`src/rtl/pwm_aq_pkg.sv`:
```
package pwm_aq_pkg;

  typedef enum logic [1:0] {
    ACT_NONE   = 2'd0,
    ACT_LOW    = 2'd1,
    ACT_HIGH   = 2'd2,
    ACT_TOGGLE = 2'd3
  } act_e;

  typedef enum logic [1:0] {
    RLD_ZERO   = 2'd0,
    RLD_PERIOD = 2'd1,
    RLD_EITHER = 2'd2,
    RLD_NOW    = 2'd3
  } rld_e;

  typedef struct packed {
    act_e on_cmpb;
    act_e on_cmpa;
    act_e on_prd;
    act_e on_zro;
  } aq_ctl_t;

  localparam int  NUM_CH     = 2;
  localparam int  FRC_W      = 2 * NUM_CH;
  localparam logic [1:0] ADR_CTL_A = 2'd0;
  localparam logic [1:0] ADR_CTL_B = 2'd1;
  localparam logic [1:0] ADR_RLD   = 2'd2;
  localparam logic [1:0] ADR_FRC   = 2'd3;

  function automatic logic apply_act(act_e a, logic cur);
    case (a)
      ACT_LOW:    return 1'b0;
      ACT_HIGH:   return 1'b1;
      ACT_TOGGLE: return ~cur;
      default:    return cur;
    endcase
  endfunction

endpackage

```
`src/rtl/aq_event_pick.sv`:
```
module aq_event_pick
  import pwm_aq_pkg::*;
(
  input  aq_ctl_t ctl_i,
  input  logic    ev_zero_i,
  input  logic    ev_period_i,
  input  logic    ev_cmpa_i,
  input  logic    ev_cmpb_i,
  output act_e    act_o
);
  // Priority: compare A, compare B, period, zero; empty fields fall through.
  always_comb begin
    act_o = ACT_NONE;
    if (ev_zero_i && ctl_i.on_zro != ACT_NONE)    act_o = ctl_i.on_zro;
    if (ev_period_i && ctl_i.on_prd != ACT_NONE)  act_o = ctl_i.on_prd;
    if (ev_cmpb_i && ctl_i.on_cmpb != ACT_NONE)   act_o = ctl_i.on_cmpb;
    if (ev_cmpa_i && ctl_i.on_cmpa != ACT_NONE)   act_o = ctl_i.on_cmpa;
  end
endmodule

```
`src/rtl/aq_force_shadow.sv`:
```
module aq_force_shadow
  import pwm_aq_pkg::*;
(
  input  logic             clk,
  input  logic             rst_n,
  input  logic             wr_rld_i,
  input  logic             wr_frc_i,
  input  logic [1:0]       rld_data_i,
  input  logic [FRC_W-1:0] frc_data_i,
  input  logic             ev_zero_i,
  input  logic             ev_period_i,
  output logic [FRC_W-1:0] frc_act_o
);
  rld_e             rld_q;
  logic [FRC_W-1:0] shadow_q;
  logic [FRC_W-1:0] shadow_d;
  logic             load_pt;

  assign shadow_d = wr_frc_i ? frc_data_i : shadow_q;

  always_comb begin
    case (rld_q)
      RLD_ZERO:   load_pt = ev_zero_i;
      RLD_PERIOD: load_pt = ev_period_i;
      RLD_EITHER: load_pt = ev_zero_i | ev_period_i;
      default:    load_pt = 1'b1;
    endcase
  end

  always_ff @(posedge clk or negedge rst_n) begin
    if (!rst_n) begin
      rld_q     <= RLD_ZERO;
      shadow_q  <= '0;
      frc_act_o <= '0;
    end else begin
      if (wr_rld_i) rld_q <= rld_e'(rld_data_i);
      shadow_q <= shadow_d;
      if (rld_q == RLD_NOW)  frc_act_o <= shadow_d;
      else if (load_pt)      frc_act_o <= shadow_q;
    end
  end

  // immediate mode takes a force write on the same edge
  p_now_write_r6: assert property (@(posedge clk) disable iff (!rst_n)
    (wr_frc_i && rld_q == RLD_NOW) |=> (frc_act_o == $past(frc_data_i)));

  // outside its reload point the active force value is held
  p_hold_off_point_r5: assert property (@(posedge clk) disable iff (!rst_n)
    (rld_q == RLD_ZERO && !ev_zero_i) |=> $stable(frc_act_o));

  p_hold_prd_point_r5: assert property (@(posedge clk) disable iff (!rst_n)
    (rld_q == RLD_PERIOD && !ev_period_i) |=> $stable(frc_act_o));
endmodule

```
`src/rtl/aq_channel_out.sv`:
```
module aq_channel_out
  import pwm_aq_pkg::*;
(
  input  logic       clk,
  input  logic       rst_n,
  input  act_e       act_i,
  input  logic [1:0] frc_i,
  output logic       pin_o
);
  logic forced;
  assign forced = (frc_i == 2'd1) || (frc_i == 2'd2);

  always_ff @(posedge clk or negedge rst_n) begin
    if (!rst_n)      pin_o <= 1'b0;
    else if (forced) pin_o <= frc_i[1];
    else             pin_o <= apply_act(act_i, pin_o);
  end

  // forced levels win over every event action
  p_force_low_r4: assert property (@(posedge clk) disable iff (!rst_n)
    (frc_i == 2'd1) |=> !pin_o);

  p_force_high_r4: assert property (@(posedge clk) disable iff (!rst_n)
    (frc_i == 2'd2) |=> pin_o);

  // toggle inverts, no action holds
  p_toggle_r1: assert property (@(posedge clk) disable iff (!rst_n)
    (!forced && act_i == ACT_TOGGLE) |=> (pin_o != $past(pin_o)));

  p_idle_hold_r1: assert property (@(posedge clk) disable iff (!rst_n)
    (!forced && act_i == ACT_NONE) |=> $stable(pin_o));
endmodule

```
`src/rtl/pwm_action_qualifier.sv`:
```
module pwm_action_qualifier
  import pwm_aq_pkg::*;
#(
  parameter int REG_W = 16
) (
  input  logic             clk,
  input  logic             rst_n,
  input  logic             ev_zero_i,
  input  logic             ev_period_i,
  input  logic             ev_cmpa_up_i,
  input  logic             ev_cmpb_up_i,
  input  logic             wr_en_i,
  input  logic [1:0]       wr_addr_i,
  input  logic [REG_W-1:0] wr_data_i,
  output logic             pwm_a_o,
  output logic             pwm_b_o
);
  localparam int USED_W = 10;

  aq_ctl_t          ctl_q  [NUM_CH];
  act_e             act_w  [NUM_CH];
  logic             pin_w  [NUM_CH];
  logic [FRC_W-1:0] frc_act;
  aq_ctl_t          ctl_wr;

  assign ctl_wr = {wr_data_i[9:8], wr_data_i[5:4], wr_data_i[3:2], wr_data_i[1:0]};

  generate
    if (REG_W > USED_W) begin : g_hi
      logic unused_hi;
      assign unused_hi = ^wr_data_i[REG_W-1:USED_W];
    end
  endgenerate

  aq_force_shadow u_frc (
    .clk        (clk),
    .rst_n      (rst_n),
    .wr_rld_i   (wr_en_i && wr_addr_i == ADR_RLD),
    .wr_frc_i   (wr_en_i && wr_addr_i == ADR_FRC),
    .rld_data_i (wr_data_i[7:6]),
    .frc_data_i (wr_data_i[FRC_W-1:0]),
    .ev_zero_i  (ev_zero_i),
    .ev_period_i(ev_period_i),
    .frc_act_o  (frc_act)
  );

  for (genvar ch = 0; ch < NUM_CH; ch++) begin : g_ch
    localparam logic [1:0] MY_ADR = (ch == 0) ? ADR_CTL_A : ADR_CTL_B;

    always_ff @(posedge clk or negedge rst_n) begin
      if (!rst_n)                                ctl_q[ch] <= '0;
      else if (wr_en_i && wr_addr_i == MY_ADR)  ctl_q[ch] <= ctl_wr;
    end

    aq_event_pick u_pick (
      .ctl_i      (ctl_q[ch]),
      .ev_zero_i  (ev_zero_i),
      .ev_period_i(ev_period_i),
      .ev_cmpa_i  (ev_cmpa_up_i),
      .ev_cmpb_i  (ev_cmpb_up_i),
      .act_o      (act_w[ch])
    );

    aq_channel_out u_out (
      .clk  (clk),
      .rst_n(rst_n),
      .act_i(act_w[ch]),
      .frc_i(frc_act[2*ch +: 2]),
      .pin_o(pin_w[ch])
    );
  end

  assign pwm_a_o = pin_w[0];
  assign pwm_b_o = pin_w[1];

  // a compare-A hit with a non-zero field decides output A
  p_cmpa_first_r3: assert property (@(posedge clk) disable iff (!rst_n)
    (ev_cmpa_up_i && ctl_q[0].on_cmpa == ACT_LOW && frc_act[1:0] != 2'd2)
      |=> !pwm_a_o);
endmodule

```
`config.mk`:
```
export PLATFORM = sky130hd
export DESIGN_NAME = pwm_action_qualifier
export DESIGN_NICKNAME = d
export VERILOG_FILES = /design/src/rtl/pwm_aq_pkg.sv /design/src/rtl/aq_event_pick.sv /design/src/rtl/aq_force_shadow.sv /design/src/rtl/aq_channel_out.sv /design/src/rtl/pwm_action_qualifier.sv
export SDC_FILE = /design/constraint.sdc
export NUM_CORES = 1
export LEC_CHECK = 0
export ABC_AREA = 1
export BUFFER_PORTS_ARGS = -buffer_cell sky130_fd_sc_hd__buf_2
export CORE_ASPECT_RATIO = 1.75
export CORE_MARGIN = 10
export CORE_UTILIZATION = 35
export DETAILED_ROUTE_END_ITERATION = 8
export SYNTH_ARGS = -nofsm -noshare
export SYNTH_HDL_FRONTEND = slang
export SYNTH_SLANG_ARGS = --single-unit
```
`constraint.sdc`:
```
create_clock -name clk -period 1.4 [get_ports clk]
set_clock_uncertainty 0.2 [all_clocks]
set_input_delay 0.14 -clock clk [delete_from_list [all_inputs] [get_ports clk]]
set_output_delay 0.14 -clock clk [all_outputs]
set_load 0.005 [all_outputs]
```
After elaboration in Yosys (flattened, before gate mapping)
Index checks and enable logic that the tools add are counted.
{"block": "classes", "shifts": 0, "bitwise": 3, "reduce_logical": 27, "add_sub_neg": 0, "magnitude_cmp": 0, "div_mod_pow": 0, "n_eq_ne": 16, "muxes": 16, "n_mul": 0}
{"cell": "2-bit equality test (second input constant)", "n": 10}
{"cell": "2-bit nonzero test", "n": 9}
{"cell": "2-bit 2-to-1 mux", "n": 8}
{"cell": "2-bit by 1-bit equality test with 1-bit output (second input constant)", "n": 6}
{"cell": "1-bit logical AND", "n": 12}
{"cell": "4-bit 2-to-1 mux", "n": 3}
{"cell": "1-bit one-hot mux with 3 select lines", "n": 3}
{"cell": "4-bit nonzero test", "n": 2}
{"cell": "2-bit logical NOT", "n": 2}
{"cell": "1-bit logical OR", "n": 2}
{"cell": "1-bit 2-to-1 mux", "n": 2}
{"cell": "1-bit NOT", "n": 2}
{"cell": "1-bit OR", "n": 1}
{"block": "word_totals", "mem_count": 0, "register_bits": 28, "romBits": 0, "input_bits": 25, "elab_cells": 75, "latchBits": 0, "out_inout_bits": 2, "mem_bits_rw": 0}

Depth between registers and ports, before layout
{"block": "depth", "ltp_word": 9, "depth_mapped": 9, "depth_no_buf": 9}

Cells and area by module
Synthesis repeated with hierarchy kept, for this count alone.
{"block": "hier_totals", "hier_cells": 213, "hier_area_um2": 1571.5}
{"mod": "pwm_action_qualifier", "area_per_inst_um2": 689.4, "instances": 1, "seq_area_each_um2": 400.4, "cells_each": 75}
{"mod": "aq_force_shadow", "area_per_inst_um2": 489.2, "instances": 1, "seq_area_each_um2": 250.2, "cells_each": 56}
{"mod": "aq_event_pick", "area_per_inst_um2": 133.9, "instances": 2, "seq_area_each_um2": 0.0, "cells_each": 31}
{"mod": "aq_channel_out", "area_per_inst_um2": 62.6, "instances": 2, "seq_area_each_um2": 25.0, "cells_each": 10}

Least setup slack after synthesis
Ideal clock, no wire load.
{"block": "synth_path", "path_type": "flip-flop to flip-flop", "start": "register u_frc.rld_q[0]", "end": "register u_frc.frc_act_o[0]", "n_path_buf": 0, "setup_ns": 0.128, "period_less_slack_ns": 1.212, "slack_ns": 0.188, "arrival_time_ns": 0.884, "required_ns": 1.072, "path_stages_with_launch": 5, "path_cell_list": "dfrtp_1 > nand2_1 > nand3_1 > o21ai_0 > o22ai_1"}
{"block": "synth_via", "elab_chain_len": 3, "word_cells_on_any_way": 7, "classes_between": "eq/ne (3); mux (2); reduce/logical (2)"}
{"item": "from (decl)", "line": "aq_force_shadow.sv:14", "rtl": "rld_e rld_q;"}
{"item": "from (signal assigned)", "line": "aq_force_shadow.sv:36", "rtl": "if (wr_rld_i) rld_q <= rld_e'(rld_data_i);"}
{"item": "2-bit equality test, or another cell as far along", "line": "aq_force_shadow.sv:22", "rtl": "case (rld_q)"}
{"item": "1-bit one-hot mux with 3 select lines", "line": "aq_force_shadow.sv:22"}
{"item": "2-bit nonzero test (no source line)"}
{"item": "to (signal assigned)", "line": "aq_force_shadow.sv:38", "rtl": "if (rld_q == RLD_NOW) frc_act_o <= shadow_d;"}
{"item": "to (signal assigned)", "line": "aq_force_shadow.sv:39", "rtl": "else if (load_pt) frc_act_o <= shadow_q;"}
{"item": "to (decl)", "line": "aq_force_shadow.sv:12", "rtl": "output logic [FRC_W-1:0] frc_act_o"}
Parallel ways exist; a longest one is shown, timed or not.
A chain may end at the register's enable or synchronous reset.

Final worst setup path
{"block": "layout_path", "start": "register u_frc.rld_q[1]", "end": "register u_frc.frc_act_o[0]"}
The elaborated chain is that of the path after synthesis.

==> out/metrics.csv <==
stage,metric,value,unit
run_status,outcome,finished clean,
worst_hold_path,worst hold path type,input pin to flip-flop,
final_layout,Area Growth Syn to Fin,24.81,%
drt,1st-iter DRT viols,40,
global_routing,gr usage total,9.948,%
place,post-DP HPWL,2.339,mm
cts,"Reg clk slew, reported paths",90,ps
worst_setup_path,Worst Setup Path Type,flip-flop to flip-flop,
cts,CTS buffer count,3,
power_and_ir_drop,Switching Power,0.6944,mW
cts,Worst-Skew Late Latency,270,ps
worst_setup_path,max incr delay on CP,420,ps
worst_setup_path,arrival time at the worst endpoint,1250,ps
yosys,sequential-to-total area share from yosys stat,54.47,%
worst_setup_path,R2R depth,4,
worst_setup_path,startpoint types,flip-flop,
power_and_ir_drop,Lkg Pwr,0.8082,nW
drt,Final ANT Viol Nets,0,
drt,DR WL/cell,12.96,um
worst_setup_path,CP Max Fanout,8,
place,GP Congestion,0.8100,
yosys,synth warn,0,
worst_hold_path,Hold EP,g_ch[1].u_out.pin_o,
worst_setup_path,reg2reg setup slack,110,ps
worst_setup_path,"Slowest-stage cell, CP",dfrtp_1,
yosys,"area leader, netlist",dfrtp_1,
sta,"Slew Viols, Final",0,
global_routing,initial antenna violation count,0,
floorplanning,# rows,29,
yosys,number of synthesized register bits,28,
floorplanning,die height,100.2,um
power_and_ir_drop,Net Sw Frac,32.77,%
place,count of buffers from port buffering,20,
yosys,Synth area leaders,"dfrtp_1, nand2_1, o21ai_1",
final_layout,layout cells sized above 1,18.72,%
floorplanning,core area,3592,um2
cts,CTS Buffer Depth,2,
cts,CTS sink cnt,28,
yosys,Synth cell types,17,
global_routing,grt ovf,0,
worst_hold_path,Hold Path Origin,ev_cmpa_up_i,
drt,DRC violations left,0,
final_layout,diode count,0,
power_and_ir_drop,internal power,1.424,mW
job,Max Cap Viol,0,
power_and_ir_drop,Pwr Density,1320,nW/um2
drt,routed vias,1123,
yosys,mapped cell area,1286,um2
drt,DR vias/cell,4.820,
cts,setup repair bufs after CTS,0,
worst_setup_path,Worst Path Required,1360,ps
worst_setup_path,FF-to-FF Start,u_frc.rld_q[1],
worst_setup_path,CP Capture Type,flip-flop,
final_layout,final core occ,44.69,%
global_routing,largest net degree at the start of global routing,29,
sta,slew margin rel.,59.01,%
power_and_ir_drop,Sequential Power Share,51.8,%
sta,Final Hold Viols,0,
sta,Worst-Margin Slew,614.9,ps
floorplanning,Die ar.,6595,um2
sta,setup TNS,0,ps
floorplanning,chip width,65.83,um
yosys,syn avg cell area,8.352,um2
cts,CTS tree,done,
floorplanning,Ports,27,
final_layout,Final #Nets,214,
place,DP Worst Slack,3.063,ps
worst_setup_path,R2R Path End,u_frc.frc_act_o[0],
yosys,area fraction of the dominant cell type after synthesis,54.47,%
sta,post-route setup slack,106.2,ps
floorplanning,Initial Utilization,35.81,%
global_routing,first-pass GRT wire length,5.140,mm
global_routing,vias in the first global route,1131,
yosys,cells after synthesis,154,
drt,Detailed Route WL,3.019,mm
drt,drt pass-1 iters,4,
sta,Peak Freq,772.9,MHz
power_and_ir_drop,Peak VDD IR,0.9678,mV
sta,fin crit period,1294,ps
cts,CTS root buffer,clkbuf_8,
worst_hold_path,hold path cells,4,
sta,Final Setup Violations,0,
sta,Tcrit/Tclk final,92.41,%
power_and_ir_drop,clock share of power,20.1,%
yosys,post-synth net total,179,
cts,H-Tree Depth,1,
worst_setup_path,CP Cell Sequence,"o21ai_1, nand3_4, o21ai_0, o22ai_1",
power_and_ir_drop,Comb power frac,28.0,%
sta,RSZ-0062 raised after global routing,no,
state kept, by name, summed over array words and instances, names as in the netlist:
| signal | flops |
|---|---|
| ctl_q | 16 |
| g_ch.u_out.pin_o | 2 |
| u_frc.frc_act_o | 4 |
| u_frc.rld_q | 2 |
| u_frc.shadow_q | 4 |
logic make-up (layout without fill, tap and decap cells):
kind of cell	after synthesis	count (layout)	synth area share (%)
and+or+nand+nor	76	76	24.81
DFF	28	28	54.47
AOI/OAI and AO/OA	32	32	14.20
muxes	1	1	1.167
buffers and inverters	17	50	5.350
area by class of cell:
class | instances | area (um2)
clock buffer | 3 | 41.29
multi-input combinational | 109 | 531.8
timing repair buffer | 32 | 217.7
sequential | 28 | 700.7
inverter | 15 | 56.30
fill | 376 | 1987
tap | 46 | 57.56
critical path, delay by kind of cell (launching register included):
family	cells	cell delay, ps
AOI/OAI and AO/OA	3	430
DFF	1	420
and+or+nand+nor	1	140
cells in the mapped netlist, drive strengths merged:
cell type / n
a31oi: 4
inv: 15
a21oi: 1
mux2: 1
nand2: 56
o22ai: 2
nor2: 9
o21ai: 25
nand3: 11
dfrtp: 28
buf: 2
power by group through the flow:
| stage | sequential [mW] | clock (mW) | combinational [mW] |
|---|---|---|---|
| after floorplan | 1.08 | 0 | 0.380 |
| after global placement | 1.10 | 0 | 0.556 |
| after detailed placement | 1.11 | 0 | 0.569 |
| after CTS | 1.09 | 0.435 | 0.600 |
| after global routing | 1.12 | 0.483 | 0.691 |
| final | 1.10 | 0.426 | 0.594 |
worst max path at each step:
stage | end | slack (ps) | start | cells after the start
after detailed placement | u_frc.frc_act_o[0] | 3 | u_frc.rld_q[0] | 4
final | u_frc.frc_act_o[0] | 110 | u_frc.rld_q[1] | 4
after global routing | u_frc.frc_act_o[0] | 20 | u_frc.rld_q[1] | 4
after CTS | u_frc.frc_act_o[0] | 70 | u_frc.rld_q[1] | 4
after floorplan | u_frc.frc_act_o[0] | 190 | u_frc.rld_q[0] | 4
after global placement | u_frc.frc_act_o[0] | 50 | u_frc.rld_q[0] | 4
metal layers:
layer	GRT usage, %	up-vias	wire, um	part of all wire (%)
met5	0	-	0	0
met3	2.230	4	95	3.1
met4	5.132	0	57	1.9
met1	9.375	540	1102	37
met2	18.83	11	1764	58
li1	-	568	-	-
timing repair:
| item | in CTS | in global routing |
|---|---|---|
| pin swaps | 0 | 1 |
| resized for setup | 1 | 4 |
| setup endpoints to repair | 1 | 3 |
| hold buffers | 11 | 0 |
| endpoints found under the hold margin | 50 | 0 |
per-stage QoR:
step                      hold slack, ps  area [um2]  total power, mW  cells
after global placement            -18.61        1439            1.657    219
after CTS                          2.224        1595            2.129    233
after global routing               34.44        1605            2.297    233
final                              1.864        1605            2.119    233
after floorplan                   -355.6        1286            1.463    154
after detailed placement          -7.827        1439            1.679    219
cell usage in the layout (no fill, tap or decap):
| master | instances |
|---|---|
| a21oi_1 | 1 |
| a31oi_1 | 4 |
| buf_2 | 20 |
| buf_4 | 1 |
| clkbuf_8 | 3 |
| dfrtp_1 | 28 |
| dlygate4sd3_1 | 11 |
| inv_1 | 14 |
| inv_2 | 1 |
| mux2_4 | 1 |
| nand2_1 | 54 |
| nand2_2 | 2 |
| nand3_1 | 8 |
| nand3_2 | 1 |
| nand3_4 | 2 |
| nor2_1 | 9 |
| o21ai_0 | 4 |
| o21ai_1 | 17 |
| o21ai_2 | 4 |
| o22ai_1 | 2 |
Power figures use the tool's default switching activity.
